===== src/rtl/phy_bringup_pkg.sv =====
// Package: shared state encoding and control-word type for the PHY
// power-up sequencer. Assumes the state order below is the order of the
// sequence; the decode relies on that ordering.
package phy_bringup_pkg;

    typedef enum logic [3:0] {
        ST_IDLE      = 4'd0,
        ST_CONFIG    = 4'd1,
        ST_DLL_REL   = 4'd2,
        ST_RST_REL   = 4'd3,
        ST_FIFO_INIT = 4'd4,
        ST_WAIT_LOCK = 4'd5,
        ST_WAIT_CAL  = 4'd6,
        ST_SETTLE    = 4'd7,
        ST_DONE      = 4'd8,
        ST_FAULT     = 4'd9
    } seq_state_t;

    typedef struct packed {
        logic cfg_window;
        logic dll_stby;
        logic phy_rst_n;
        logic fifo_rd;
        logic fifo_wr;
        logic cal_start;
        logic adcmd_oe;
        logic done;
        logic err;
    } seq_ctl_t;

    // Control levels that hold while the sequencer sits in state s.
    function automatic seq_ctl_t ctl_decode(seq_state_t s);
        seq_ctl_t c;
        c.cfg_window = (s == ST_CONFIG);
        c.dll_stby   = (s == ST_IDLE) || (s == ST_CONFIG);
        c.phy_rst_n  = (s >= ST_RST_REL);
        c.fifo_rd    = (s == ST_FIFO_INIT);
        c.fifo_wr    = (s == ST_FIFO_INIT);
        c.cal_start  = (s >= ST_WAIT_LOCK);
        c.adcmd_oe   = (s == ST_SETTLE) || (s == ST_DONE);
        c.done       = (s == ST_DONE);
        c.err        = (s == ST_FAULT);
        return c;
    endfunction

endpackage


===== src/rtl/phy_bringup_timer.sv =====
// Module: loadable down-counter shared by every timed step of the sequencer.
// Loading N-1 on entry to a state keeps the state for N cycles, with
// zero_o high on the last one. Assumes only one timed step runs at a time.
module phy_bringup_timer #(
    parameter int W = 16
) (
    input  logic         clk,
    input  logic         rst_n,
    input  logic         load_i,
    input  logic [W-1:0] val_i,
    output logic         zero_o
);

    logic [W-1:0] cnt_q;

    // Load a new interval or count down toward zero, then hold.
    always_ff @(posedge clk) begin
        if (!rst_n) begin
            cnt_q <= '0;
        end else if (load_i) begin
            cnt_q <= val_i;
        end else if (cnt_q != '0) begin
            cnt_q <= cnt_q - 1'b1;
        end
    end

    assign zero_o = (cnt_q == '0);

endmodule


===== src/rtl/phy_bringup_fsm.sv =====
// Module: power-up state machine. It walks the fixed order: configuration,
// DLL release, reset release, FIFO init, calibration, lock wait, calibration
// wait, settle, done. Control outputs are registered from the next-state
// decode, so each one changes on the edge where its state is entered.
// Assumes the status inputs are already synchronous to clk.
module phy_bringup_fsm
    import phy_bringup_pkg::*;
#(
    parameter int           TW        = 16,
    parameter logic [TW-1:0] CFG_LD    = '0,
    parameter logic [TW-1:0] SETTLE_LD = '0,
    parameter logic [TW-1:0] TO_LD     = '0,
    parameter bit           HAS_TO    = 1'b1
) (
    input  logic          clk,
    input  logic          rst_n,
    input  logic          start_i,
    input  logic          dll_lock_i,
    input  logic          cal_done_i,
    input  logic          wl_req_i,
    input  logic          tmr_zero_i,
    output logic          tmr_load_o,
    output logic [TW-1:0] tmr_val_o,
    output seq_ctl_t      ctl_o,
    output logic          wl_start_o
);

    seq_state_t state_q, state_d;
    seq_ctl_t   ctl_q;
    logic       wl_q;
    logic       to_hit;

    // A timeout only exists when the parameter asks for one.
    generate
        if (HAS_TO) begin : g_to
            assign to_hit = tmr_zero_i;
        end else begin : g_no_to
            assign to_hit = 1'b0;
        end
    endgenerate

    // Next state and timer load for each step of the sequence.
    always_comb begin
        state_d    = state_q;
        tmr_load_o = 1'b0;
        tmr_val_o  = '0;
        case (state_q)
            ST_IDLE: begin
                if (start_i) begin
                    state_d    = ST_CONFIG;
                    tmr_load_o = 1'b1;
                    tmr_val_o  = CFG_LD;
                end
            end
            ST_CONFIG: begin
                if (tmr_zero_i) state_d = ST_DLL_REL;
            end
            ST_DLL_REL: state_d = ST_RST_REL;
            ST_RST_REL: state_d = ST_FIFO_INIT;
            ST_FIFO_INIT: begin
                state_d    = ST_WAIT_LOCK;
                tmr_load_o = 1'b1;
                tmr_val_o  = TO_LD;
            end
            ST_WAIT_LOCK: begin
                if (dll_lock_i) begin
                    state_d    = ST_WAIT_CAL;
                    tmr_load_o = 1'b1;
                    tmr_val_o  = TO_LD;
                end else if (to_hit) begin
                    state_d = ST_FAULT;
                end
            end
            ST_WAIT_CAL: begin
                if (cal_done_i) begin
                    state_d    = ST_SETTLE;
                    tmr_load_o = 1'b1;
                    tmr_val_o  = SETTLE_LD;
                end else if (to_hit) begin
                    state_d = ST_FAULT;
                end
            end
            ST_SETTLE: begin
                if (tmr_zero_i) state_d = ST_DONE;
            end
            ST_DONE:  state_d = ST_DONE;
            ST_FAULT: state_d = ST_FAULT;
            default:  state_d = ST_IDLE;
        endcase
    end

    // State, registered control word and the sticky write-levelling start.
    always_ff @(posedge clk) begin
        if (!rst_n) begin
            state_q <= ST_IDLE;
            ctl_q   <= ctl_decode(ST_IDLE);
            wl_q    <= 1'b0;
        end else begin
            state_q <= state_d;
            ctl_q   <= ctl_decode(state_d);
            if ((state_q == ST_DONE) && wl_req_i) wl_q <= 1'b1;
        end
    end

    assign ctl_o      = ctl_q;
    assign wl_start_o = wl_q;

endmodule


===== src/rtl/phy_bringup_seq.sv =====
// Module: top of the DDR PHY power-up sequencer. It turns microsecond and
// cycle parameters into timer load values and wires the state machine to
// the shared down-counter. Assumes CLK_MHZ is the clk frequency in MHz and
// that CFG_CYCLES and SETTLE_US*CLK_MHZ are both at least 1.
module phy_bringup_seq
    import phy_bringup_pkg::*;
#(
    parameter int CLK_MHZ     = 250,
    parameter int SETTLE_US   = 200,
    parameter int CFG_CYCLES  = 16,
    parameter int TIMEOUT_CYC = 250000
) (
    input  logic clk,
    input  logic rst_n,
    input  logic start_i,
    input  logic dll_lock_i,
    input  logic cal_done_i,
    input  logic wl_req_i,
    output logic cfg_window_o,
    output logic dll_stby_o,
    output logic phy_rst_n_o,
    output logic fifo_rd_init_o,
    output logic fifo_wr_init_o,
    output logic cal_start_o,
    output logic adcmd_oe_o,
    output logic wl_start_o,
    output logic done_o,
    output logic err_o
);

    localparam int SETTLE_CYC = SETTLE_US * CLK_MHZ;
    localparam int MAX_AB     = (SETTLE_CYC > CFG_CYCLES) ? SETTLE_CYC : CFG_CYCLES;
    localparam int MAX_CYC    = (TIMEOUT_CYC > MAX_AB) ? TIMEOUT_CYC : MAX_AB;
    localparam int TW         = $clog2(MAX_CYC + 1);
    localparam bit HAS_TO     = (TIMEOUT_CYC != 0);
    localparam logic [TW-1:0] CFG_LD    = TW'(CFG_CYCLES - 1);
    localparam logic [TW-1:0] SETTLE_LD = TW'(SETTLE_CYC - 1);
    localparam logic [TW-1:0] TO_LD     = HAS_TO ? TW'(TIMEOUT_CYC - 1) : '0;

    logic          tmr_load;
    logic [TW-1:0] tmr_val;
    logic          tmr_zero;
    seq_ctl_t      ctl;

    phy_bringup_timer #(.W(TW)) u_timer (
        .clk    (clk),
        .rst_n  (rst_n),
        .load_i (tmr_load),
        .val_i  (tmr_val),
        .zero_o (tmr_zero)
    );

    phy_bringup_fsm #(
        .TW        (TW),
        .CFG_LD    (CFG_LD),
        .SETTLE_LD (SETTLE_LD),
        .TO_LD     (TO_LD),
        .HAS_TO    (HAS_TO)
    ) u_fsm (
        .clk        (clk),
        .rst_n      (rst_n),
        .start_i    (start_i),
        .dll_lock_i (dll_lock_i),
        .cal_done_i (cal_done_i),
        .wl_req_i   (wl_req_i),
        .tmr_zero_i (tmr_zero),
        .tmr_load_o (tmr_load),
        .tmr_val_o  (tmr_val),
        .ctl_o      (ctl),
        .wl_start_o (wl_start_o)
    );

    assign cfg_window_o   = ctl.cfg_window;
    assign dll_stby_o     = ctl.dll_stby;
    assign phy_rst_n_o    = ctl.phy_rst_n;
    assign fifo_rd_init_o = ctl.fifo_rd;
    assign fifo_wr_init_o = ctl.fifo_wr;
    assign cal_start_o    = ctl.cal_start;
    assign adcmd_oe_o     = ctl.adcmd_oe;
    assign done_o         = ctl.done;
    assign err_o          = ctl.err;

endmodule


===== config.mk =====
export PLATFORM = sky130hd
export DESIGN_NAME = phy_bringup_seq
export DESIGN_NICKNAME = d
export VERILOG_FILES = /design/src/rtl/phy_bringup_pkg.sv /design/src/rtl/phy_bringup_timer.sv /design/src/rtl/phy_bringup_fsm.sv /design/src/rtl/phy_bringup_seq.sv
export SDC_FILE = /design/constraint.sdc
export NUM_CORES = 1
export LEC_CHECK = 0
export ABC_AREA = 1
export BUFFER_PORTS_ARGS = -buffer_cell sky130_fd_sc_hd__buf_2
export CORE_MARGIN = 10
export CORE_UTILIZATION = 61
export CTS_BUF_LIST = sky130_fd_sc_hd__clkbuf_8
export CTS_CLUSTER_SIZE = 8
export DETAILED_ROUTE_END_ITERATION = 8
export MAX_ROUTING_LAYER = met4
export PLACE_DENSITY = 0.82
export SYNTH_ARGS = -nofsm -noshare
export SYNTH_HDL_FRONTEND = slang
export SYNTH_SLANG_ARGS = --single-unit

===== constraint.sdc =====
create_clock -name clk -period 2.2 [get_ports clk]
set_input_delay 0.22 -clock clk [delete_from_list [all_inputs] [get_ports clk]]
set_output_delay 0.22 -clock clk [all_outputs]
set_load 0.005 [all_outputs]

==> flow_summary.ini, run 1 <==
[outcome]
status = complete, no violations

[critical_path]
path_cells = inv_1 > ha_1 > nand2_2 > nor2_4 > nand3_4 > a21oi_1 > nand2_1 > nor2_1 > nand2_1 > nand2_1
critPathMaxFanout = 18
start_kind = register
endpoint_kind = register
crit_type = register to register
crit_top_cell = nand2_1
r2r_start = u_timer.cnt_q[0]
r2r-end = u_fsm.ctl_o[2]
max_stage_delay_ns = 0.31
crit_end = u_fsm.ctl_o[2]
required_ns = 2.44
crit_slowest_cell = dfxtp_1
worstPathArrival_ns = 2.07
worst-r2r-setup-slack_ns = 0.38
reg2reg_depth = 10
crit_path_start = u_timer.cnt_q[0]

[drt]
drt-total-wl_um = 3851
dr.pass1.iters = 7
drc_errors = 0
drt_iter0_markers = 118
detail-route-antenna-nets = 0
viasPerCell = 5.303
wl_per_cell_um = 12.97
vias = 1575

[cts]
cts_resized = 0
postCtsHoldBufs = 0
postCtsSetupBuffers = 0
clockBufferDepth = 2
clkTransAtPathRegs_ns = 0.07
cts_tree = yes
cts_root_buffer = clkbuf_8
cts.sinks = 31
htreeDepth = 2
cts_inserted_buffers = 5
clk_latency_ns = 0.29

[job]
maxCapViolCount = 0

[global_route]
antenna_found_initial = 0
grt_pass1_wl_um = 6637
grt_pass1_vias = 1459
grt_max_degree = 19
grt.overflow.total = 0
grtUsageTotal_pct = 16.07

[logic_synthesis]
synth_cells = 246
ys_ff_latch = 31
syn_area_sq_mm = 0.001720
yosysSeqAreaShare_pct = 36.07
synth_cell_types = 35
ys_warn_count = 0
syn-num-nets = 253
syn_area_per_cell_sq_um = 6.993

[sta]
setup-tns-final_ns = 0
setup_viol = 0
slew_viol_final = 0
fin_skew_ns = 0.005835
rsz0062_at_grt = no
worst_slew_pin_slew_ns = 0.3080
clock.fmax_mhz = 548.4
period_share_pct = 82.88
fin_crit_ns = 1.823
relSlewSlack_pct = 79.25
hold_viol = 0

[hold_path]
hold_class = primary input to register
hold_start = rst_n

[finish]
fin_cells = 297
final_cell_mix = nand2_1, nor2_1, dfxtp_1, inv_1, nand3_1
nets = 272
final_common_cell = nand2_1
n_antenna_cell = 0
filler_cell_count = 250
syn_to_final_growth_pct = 11.93
drive_gt1_share_pct = 19.17

[die]
fp.dieArea_sq_mm = 0.005344
fp-row-count = 19
core_sq_mm = 0.002734
ios = 16
initial_utilization_pct = 62.93
die_y_um = 73.11
fp.dieW_um = 73.11

[place]
place.gp.congestion = 0.9137
port_buffers = 15
dp_cells = 289
hpwl_um = 2844

[pwr]
powerDensity_mw_per_mm2 = 1542
ir_drop_mv = 1.287
p_leak_uw = 0.0009605
==> critical path: cells and delay by family, from the launching register on <==
family	cells	cell delay [ns]
AND/OR/NAND/NOR	7	0.88
adder cells (fa/ha/maj)	1	0.24
flip-flops	1	0.31
buffers and inverters	1	0.11
AO/OA/AOI/OAI	1	0.22
==> through the flow <==
step                      instance area (sq um)  power [uW]  hold WS [ns]  utilization (%)  setup slack [ns]
after floorplan                            1720        2117        0.3000                -            0.6126
after global placement                     1808        2322        0.4487            66.13            0.4884
after detailed placement                   1808        2357        0.4608            66.13            0.3942
after CTS                                  1926        2958        0.1876            70.43            0.3806
after global routing                       1926        3223        0.2069            70.43            0.1180
final                                      1926        2968        0.1884            70.43            0.3766
==> cell usage after synthesis, drive strengths merged <==
cell type  number  area, sq um
ha              1        12.51
nand2          60        250.2
buf             3        30.03
dfxtp          31        620.6
o21ai           7        38.79
a21oi          14        73.82
nand4           3        18.77
a211oi          1        7.510
a31oi           3        18.77
xor2            7        61.31
inv            28        105.1
nor4            1        6.260
o211ai          2        28.78
a21o            1        7.510
clkinv          1        3.750
o21bai          1        7.510
xnor2           5        43.79
and2            1        6.260
nand3          19        112.6
clkbuf          1        3.750
nor2           53        247.7
nor3            3        15.01
==> how the worst min path moves through the flow <==
stage	end	slack, ns	cells past startpoint
3_5_place_dp	u_timer.cnt_q[0]	0.46	2
2_1_floorplan	u_fsm.ctl_o[7]	0.30	1
4_1_cts	u_fsm.ctl_o[7]	0.19	2
6_report	u_fsm.ctl_o[7]	0.19	2
5_1_grt	u_fsm.wl_start_o	0.21	3
3_3_place_gp	u_timer.cnt_q[0]	0.45	2
==> kinds of logic (layout without fill, tap and decap cells) <==
kind of cell	after synthesis	count (layout)	share of synthesized area [%]
flops	31	31	36.07
fa+ha+maj	1	1	0.7272
xor+xnor	12	12	6.109
compound gates	29	29	10.62
buf+inv	33	53	8.291
simple gates	140	140	38.18
==> state kept, by name, summed over array words and instances (netlist names) <==
register	count
u_fsm.wl_start_o	1
u_timer.cnt_q	18
u_fsm.state_q	4
u_fsm.ctl_o	8
==> metal layers <==
metal	GRT usage, %	vias to the layer above	routed length (um)
li1	-	818	-
met1	20.66	712	1889
met2	22.25	39	1664
met3	4.626	6	230
met4	7.806	0	67
met5	-	-	0
==> final cells by class <==
class                           count  area (sq um)  share of cell area (%)
Multi-Input combinational cell    182         957.2                   49.71
Sequential cell                    31         620.6                   32.23
Inverter                           29         108.9                   5.653
Clock buffer                        6         82.58                   4.288
Clock inverter                      2         35.03                   1.819
Timing Repair Buffer               16         82.58                   4.288
Tap cell                           31         38.79                   2.014
==> power by group <==
group | internal, uW | leakage, uW | switching, uW
Clock | 366 | 0.0000612 | 228
Combinational | 549 | 0.000647 | 963
Sequential | 720 | 0.000253 | 142
Total | 1640 | 0.000961 | 1330
No activity file was read; power rests on OpenSTA's default activity.
==> run 2: changes to the inputs <==
- CORE_UTILIZATION: 61 -> 55
- PLACE_DENSITY: 0.82 -> 0.78
- clock period: 2.2 -> 1.5 ns (I/O delays scaled with it)
==> flow_summary.ini, run 2 (synthesized netlist as in run 1, its figures left out) <==
[critical_path]
endpoint_kind = register
crit_type = register to register
crit_slowest_cell = dfxtp_1
critPathMaxFanout = 5
max_stage_delay_ns = 0.37
r2r_start = u_timer.cnt_q[2]
path_cells = nor2_4 > nand2_4 > nor2_4 > nand3_4 > o21ai_4 > nand2_2 > nor2_2 > nand2_2 > inv_1
required_ns = 1.74
r2r-end = u_fsm.ctl_o[1]
start_kind = register
reg2reg_depth = 9
worstPathArrival_ns = 1.85
worst-r2r-setup-slack_ns = -0.12

[cts]
cts.sinks = 31
clkTransAtPathRegs_ns = 0.07
cts_tree = yes
clk_latency_ns = 0.29
cts_root_buffer = clkbuf_8
clockBufferDepth = 2
htreeDepth = 2
cts_inserted_buffers = 5
postCtsHoldBufs = 0

[die]
initial_utilization_pct = 56.82
fp.dieArea_sq_mm = 0.005765
core_sq_mm = 0.003028
fp-row-count = 20
ios = 16
fp.dieW_um = 75.93
die_y_um = 75.93

[pwr]
p_leak_uw = 0.001143
powerDensity_mw_per_mm2 = 2378
ir_drop_mv = 1.332

[drt]
drc_errors = 0
dr.pass1.iters = 4
viasPerCell = 5.350
detail-route-antenna-nets = 0
drt-total-wl_um = 5057
drt_iter0_markers = 167
vias = 1819
wl_per_cell_um = 14.87

[finish]
fin_area_sq_mm = 0.002362
n_antenna_cell = 0
largest_register_ffs = 18
multiInputGateArea_sq_mm = 0.001134
syn_to_final_growth_pct = 37.31
regMostFlops = u_timer.cnt_q
drive_gt1_share_pct = 42.23
filler_cell_count = 199
final_common_cell = nand2_1
final_core_util_pct = 78.02
final_cell_mix = nand2_1, nor2_1, buf_4, dfxtp_1, inv_1
regArea_sq_um = 628.1
nets = 302

[outcome]
status = complete, but fails checks
violations = negative setup slack

[place]
port_buffers = 15
hpwl_um = 3064
place_ws_ns = -0.07522
place.gp.congestion = 0.8613
dpl_cell_area_sq_mm = 0.001972

[global_route]
antenna_found_initial = 0
grtUsageTotal_pct = 15.57
grt_pass1_wl_um = 7389
grt.overflow.total = 0
grt_max_degree = 13
grt_pass1_vias = 1674

[sta]
setup-tns-final_ns = -0.6069
setup_slack_ns = -0.1171
relSlewSlack_pct = 69.69
worst_slew_pin_slew_ns = 0.4519
fin_crit_ns = 1.617
slew_viol_final = 0
setup_viol = 10
hold_viol = 0
period_share_pct = 107.8
holdWs_ns = 0.1034
rsz0062_at_grt = yes
clock.fmax_mhz = 618.4
fin_skew_ns = 0.007283

[hold_path]
hold_class = primary input to register
hold_start = wl_req_i
min_path_cells = 3
holdPathEnd = u_fsm.wl_start_o

[job]
maxCapViolCount = 0
## run 2: changes by cell type in the layout (fill, tap and decap cells not counted), sizes merged
cell / change
nand3: +1
buf: +29
## run 2: layout make-up
cell class	count	share of cell area, %
Timing Repair Buffer	45	13.51
Sequential cell	31	26.59
Clock buffer	6	3.496
Inverter	29	4.608
Tap cell	44	2.331
Clock inverter	2	1.483
Multi-Input combinational cell	183	47.99
## run 2: power breakdown
| group | internal (uW) | total (uW) | switching, uW |
|---|---|---|---|
| Combinational | 1440 | 3470 | 2030 |
| Sequential | 1070 | 1280 | 219 |
| Clock | 537 | 865 | 328 |
| Total | 3040 | 5620 | 2570 |
## run 2: worst max-delay path: cells and delay by family (launching register included)
kind | cells | cell delay [ns]
AOI/OAI and AO/OA | 1 | 0.21
DFF | 1 | 0.37
and+or+nand+nor | 7 | 0.92
buffers and inverters | 1 | 0.06
## run 2: worst max path at each step
stage | slack, ns | cells past startpoint | endpoint | startpoint
after detailed placement | -0.08 | 10 | u_fsm.ctl_o[2] | u_timer.cnt_q[12]
after global routing | -0.19 | 9 | u_fsm.ctl_o[1] | u_timer.cnt_q[7]
final | -0.12 | 9 | u_fsm.ctl_o[1] | u_timer.cnt_q[2]
after floorplan | 0.02 | 12 | u_fsm.ctl_o[3] | u_timer.cnt_q[1]
after global placement | -0.01 | 10 | u_fsm.ctl_o[2] | u_timer.cnt_q[12]
after CTS | -0.01 | 10 | u_fsm.ctl_o[2] | u_timer.cnt_q[0]
## run 2: stage by stage
step | power (uW) | std cells
after floorplan | 3133 | 246
after global placement | 3730 | 320
after detailed placement | 3773 | 320
after CTS | 4963 | 335
after global routing | 6002 | 340
final | 5617 | 340
## run 2: per-layer routing
layer	vias up	global-route usage (%)	routed length (um)
met5	-	-	0
met4	0	7.008	99
met3	8	3.184	330
met2	64	24.32	2548
met1	862	18.80	2079
li1	885	-	-
## run 2: repair_timing
item                                   in CTS  in global routing
endpoints found under the hold margin       0                  0
gates cloned                                1                  0
resized for setup                          21                 41
setup endpoints to repair                  13                 28
buffers inserted                            6                  5
pin swaps                                   9                 19
